[src/rtl/dpx_pkg.sv]
package dpx_pkg;
  parameter int unsigned DPX_W = 18;
  localparam int unsigned NUM_DIR = 2;
  typedef enum logic [0:0] {DIR_AB = 1'b0, DIR_BA = 1'b1} dir_e;
endpackage

[src/rtl/dpx_edge.sv]
module dpx_edge (
  input  logic clk_i,
  input  logic rst_ni,
  input  logic strobe_i,
  output logic rise_o
);
  logic strobe_q;

  // reset as "high" so a strobe held high across release is no edge
  always_ff @(posedge clk_i or negedge rst_ni) begin
    if (!rst_ni) strobe_q <= 1'b1;
    else         strobe_q <= strobe_i;
  end

  assign rise_o = strobe_i & ~strobe_q;
endmodule

[src/rtl/dpx_store.sv]
module dpx_store #(
  parameter int unsigned W = dpx_pkg::DPX_W
) (
  input  logic         clk_i,
  input  logic         rst_ni,
  input  logic [W-1:0] d_i,
  input  logic         transp_i,
  input  logic         cap_i,
  output logic [W-1:0] q_o
);
  logic [W-1:0] q_q;
  logic         load;

  // track while transparent so a falling enable keeps the last seen word
  assign load = transp_i | cap_i;

  always_ff @(posedge clk_i or negedge rst_ni) begin
    if (!rst_ni)   q_q <= '0;
    else if (load) q_q <= d_i;
  end

  assign q_o = q_q;
endmodule

[src/rtl/dpx_path.sv]
module dpx_path #(
  parameter int unsigned W         = dpx_pkg::DPX_W,
  parameter bit          OE_ACT_LO = 1'b0
) (
  input  logic         clk_i,
  input  logic         rst_ni,
  input  logic [W-1:0] d_i,
  input  logic         le_i,
  input  logic         strobe_i,
  input  logic         oe_i,
  output logic [W-1:0] q_o,
  output logic         drive_o
);
  logic         rise;
  logic [W-1:0] held;

  dpx_edge u_edge (
    .clk_i   (clk_i),
    .rst_ni  (rst_ni),
    .strobe_i(strobe_i),
    .rise_o  (rise)
  );

  dpx_store #(.W(W)) u_store (
    .clk_i   (clk_i),
    .rst_ni  (rst_ni),
    .d_i     (d_i),
    .transp_i(le_i),
    .cap_i   (rise),
    .q_o     (held)
  );

  assign q_o = le_i ? d_i : held;

  generate
    if (OE_ACT_LO) begin : g_oe_lo
      assign drive_o = ~oe_i;
    end else begin : g_oe_hi
      assign drive_o = oe_i;
    end
  endgenerate
endmodule

[src/rtl/dual_path_xcvr.sv]
module dual_path_xcvr #(
  parameter int unsigned WIDTH = dpx_pkg::DPX_W
) (
  input  logic             clk_i,
  input  logic             rst_ni,
  input  logic [WIDTH-1:0] a_i,
  input  logic [WIDTH-1:0] b_i,
  input  logic             ab_oe_i,
  input  logic             ab_le_i,
  input  logic             ab_ck_i,
  input  logic             ba_oe_ni,
  input  logic             ba_le_i,
  input  logic             ba_ck_i,
  output logic [WIDTH-1:0] b_o,
  output logic             b_oe_o,
  output logic [WIDTH-1:0] a_o,
  output logic             a_oe_o
);
  import dpx_pkg::*;

  logic [WIDTH-1:0] din  [NUM_DIR];
  logic [WIDTH-1:0] dout [NUM_DIR];
  logic             le   [NUM_DIR];
  logic             stb  [NUM_DIR];
  logic             oe   [NUM_DIR];
  logic             drv  [NUM_DIR];

  assign din[DIR_AB] = a_i;
  assign le [DIR_AB] = ab_le_i;
  assign stb[DIR_AB] = ab_ck_i;
  assign oe [DIR_AB] = ab_oe_i;
  assign din[DIR_BA] = b_i;
  assign le [DIR_BA] = ba_le_i;
  assign stb[DIR_BA] = ba_ck_i;
  assign oe [DIR_BA] = ba_oe_ni;

  generate
    for (genvar g = 0; g < NUM_DIR; g++) begin : g_dir
      dpx_path #(
        .W        (WIDTH),
        .OE_ACT_LO(g == int'(DIR_BA))
      ) u_path (
        .clk_i   (clk_i),
        .rst_ni  (rst_ni),
        .d_i     (din[g]),
        .le_i    (le[g]),
        .strobe_i(stb[g]),
        .oe_i    (oe[g]),
        .q_o     (dout[g]),
        .drive_o (drv[g])
      );
    end
  endgenerate

  assign b_o    = dout[DIR_AB];
  assign b_oe_o = drv[DIR_AB];
  assign a_o    = dout[DIR_BA];
  assign a_oe_o = drv[DIR_BA];
endmodule

[config.mk]
export PLATFORM = sky130hd
export DESIGN_NAME = dual_path_xcvr
export DESIGN_NICKNAME = d
export VERILOG_FILES = /design/src/rtl/dpx_pkg.sv /design/src/rtl/dpx_edge.sv /design/src/rtl/dpx_store.sv /design/src/rtl/dpx_path.sv /design/src/rtl/dual_path_xcvr.sv
export SDC_FILE = /design/constraint.sdc
export NUM_CORES = 1
export LEC_CHECK = 0
export ABC_CLOCK_PERIOD_IN_PS = 1600
export BUFFER_PORTS_ARGS = -buffer_cell sky130_fd_sc_hd__buf_2
export CELL_PAD_IN_SITES_DETAIL_PLACEMENT = 1
export CELL_PAD_IN_SITES_GLOBAL_PLACEMENT = 1
export CORE_UTILIZATION = 30
export CTS_CLUSTER_DIAMETER = 50
export DETAILED_ROUTE_END_ITERATION = 12
export GPL_ROUTABILITY_DRIVEN = 0
export PLACE_DENSITY_LB_ADDON = 0.1
export SLEW_MARGIN = 20
export SYNTH_ARGS = -nofsm -noshare
export SYNTH_HDL_FRONTEND = slang
export SYNTH_SLANG_ARGS = --single-unit
[constraint.sdc]
create_clock -name clk_i -period 1.6 [get_ports clk_i]
set_input_delay 0.16 -clock clk_i [delete_from_list [all_inputs] [get_ports clk_i]]
set_output_delay 0.16 -clock clk_i [all_outputs]
set_load 0.03 [all_outputs]
==> impl_metrics.py <==
metrics = {
    "run_status": {
        "status": "finished, final reports clean",
    },
    "global_route": {
        "grt_max_degree": 21,
        "globalRouteMet2Util_pct": 21.09,
        "grt_pass1_wl_um": 7217,
        "met3_usage_pct": 3.181,
        "grt_pass1_vias": 1415,
        "grt.busiest_layer": "met2",
        "gr-total-overflow": 0,
        "grt_use_met1_pct": 17.14,
        "grt_use_total_pct": 13.04,
        "antenna_found_initial": 0,
    },
    "cts": {
        "cts_sinks": 38,
        "cts_buffers": 5,
        "cts_tree": "built",
        "cts_htree_levels": 2,
        "root_buffer": "clkbuf_8",
        "clkLatencyLatePin_ps": 280,
        "clkTransAtPathRegs_ps": 70,
        "cts.path.max_buffers": 2,
        "cts_repair_resize_count": 0,
    },
    "yosys": {
        "synth_sequential_area_ratio_pct": 48.57,
        "avgSynthCellArea_sq_um": 16.09,
        "synth.most_common_cell": "mux2_2",
        "async_flop_share_pct": 100.0,
        "netlist_area_sq_um": 1963,
        "synthDistinctLibCells": 10,
        "yosys-top-cells-area": "dfrtp_1 (46%), mux2_2 (30%), mux2_4 (15%)",
        "synth_ff_type": "dfrtp_1",
        "ys_ff_latch": 38,
        "syn_nets": 166,
        "synth.top_cells.by_count": "mux2_2 (52), dfrtp_1 (36), mux2_4 (20)",
        "yosys_warnings": 0,
        "synth_top_area_share_pct": 45.89,
        "yosys.area.top_type": "dfrtp_1",
        "synth_cells": 122,
        "synth_edf_count": 0,
    },
    "critical_path": {
        "slowest_stage": "dfstp_2",
        "critPathMaxStageDelay_ps": 520,
        "crit_path_cell_trace": "inv_1 > a21oi_4 > buf_4 > mux2_2",
        "cp_max_fo": 10,
        "arrival_ps": 1580,
        "path_class": "register to register",
        "crit_required_ps": 1760,
        "crit_family": "flip-flops",
        "critPathCaptureType": "register",
        "crit_buf_inv": 2,
        "start_kind": "register",
    },
    "die": {
        "fp.dieH_um": 82.90,
        "die_w_um": 82.90,
        "fp.coreArea_sq_um": 6350,
        "dieArea_sq_um": 6872,
        "start_util_pct": 30.92,
        "placementRows": 29,
        "pin_count": 82,
    },
    "route": {
        "wl_per_cell_um": 14.48,
        "ant_nets": 0,
        "routed_wirelength_um": 4140,
        "drt_pre_antenna_iters": 4,
        "via_per_inst": 4.545,
        "vias": 1300,
        "drc": 0,
        "initialDrtViolationCount": 15,
    },
    "placement": {
        "place_inst": 276,
        "portBuffers": 79,
        "pre_cts_slack_ps": 188.5,
        "post-dp-hpwl_um": 3168,
    },
    "final_layout": {
        "area_delta_synth_final_pct": 29.45,
        "multi_input_area_sq_um": 918.4,
        "utilization_pct": 40.02,
        "regArea_sq_um": 953.4,
        "drive_gt1_share_pct": 79.43,
        "nNetsFinal": 253,
        "fill_cells": 694,
        "antenna_cells": 0,
        "final-instance-count-excl-fill": 286,
    },
    "sta": {
        "setup_viol": 0,
        "hold_viol_final": 0,
        "max_slew.worst_pin.slew_ps": 494.0,
        "fin_crit_sh_pct": 88.49,
        "setup_tns_ps": 0,
        "fmax_ghz": 0.7063,
        "maxSlewHeadroom_pct": 67.06,
        "drv_slew": 0,
        "finalCriticalPeriod_ps": 1416,
        "setup_slack_ps": 184.1,
        "rsz0062_at_grt": "no",
        "finalClockSkew_ps": 5.749,
    },
    "pwr": {
        "power_mw": 2.440,
        "ir_drop_mv": 0.3507,
        "leakage_nw": 1.221,
        "powerDensity_nw_per_um2": 960.3,
    },
    "worst_hold_path": {
        "hold_class": "input pin to register",
    },
    "run": {
        "maxCapViolations": 0,
    },
}
## state kept, by name (all words and copies together), names as in the netlist
register,flops
g_dir.u_path.u_edge.strobe_q,2
g_dir.u_path.u_store.q_o,36
## metal layers
layer | wire length [um] | vias up | share of wire (%)
met3 | 237 | 6 | 5.7
li1 | - | 603 | -
met2 | 2016 | 47 | 49
met5 | 0 | - | 0
met1 | 1835 | 644 | 44
met4 | 51 | 0 | 1.2
## layout by cell type (no fill, tap or decap), drive strengths merged
cell          n
a21oi         2
buf          84
clkbuf        7
dfrtp        36
dfstp         2
dlygate4sd3   3
inv           3
mux2         72
## cell type report
type                            count  share of cell area (%)
Clock buffer                        7                   3.397
Inverter                            3                  0.4431
Multi-Input combinational cell     74                   36.14
Sequential cell                    38                   37.52
Tap cell                           77                   3.791
Timing Repair Buffer               87                   18.71
## logic make-up after synthesis
family                 after synthesis  share of synthesized area [%]
muxes                               72                          45.12
DFF                                 38                          48.57
buffers and inverters               10                          4.653
AOI/OAI and AO/OA                    2                          1.657
## power breakdown
| group | leakage, nW | switching (mW) | total [mW] | internal, mW |
|---|---|---|---|---|
| logic | 0.735 | 0.371 | 0.686 | 0.315 |
| registers | 0.441 | 0.0478 | 1.10 | 1.06 |
| clock network | 0.0443 | 0.308 | 0.650 | 0.342 |
## through the flow
step	instance area (sq um)	hold slack, ps
after floorplan	1963	-135.6
after global placement	2425	151.2
after detailed placement	2425	157.4
after CTS	2531	2.380
after global routing	2541	109.2
final	2541	119.9
## worst paths after layout
| path | start | to | depth (start not counted) | slack (ps) |
|---|---|---|---|---|
| setup / recovery | g_dir[1].u_path.u_edge.strobe_q | g_dir[1].u_path.u_store.q_o[4] | 4 | 180 |
| hold / removal | b_i[11] | g_dir[1].u_path.u_store.q_o[11] | 2 | 120 |
| setup reg to reg | g_dir[1].u_path.u_edge.strobe_q | g_dir[1].u_path.u_store.q_o[4] | 4 | 180 |
| hold reg to reg | g_dir[0].u_path.u_store.q_o[12] | g_dir[0].u_path.u_store.q_o[12] | 1 | 510 |
| max in group asynchronous | rst_ni | g_dir[1].u_path.u_edge.strobe_q | 3 | 670 |
| min in group asynchronous | rst_ni | g_dir[0].u_path.u_store.q_o[16] | 2 | 380 |
## repair_timing
item | CTS | global route
hold buffers | 2 | 1
buffers inserted | 0 | 0
hold endpoints to repair | 19 | 1
No activity file was read; power rests on OpenSTA's default activity.
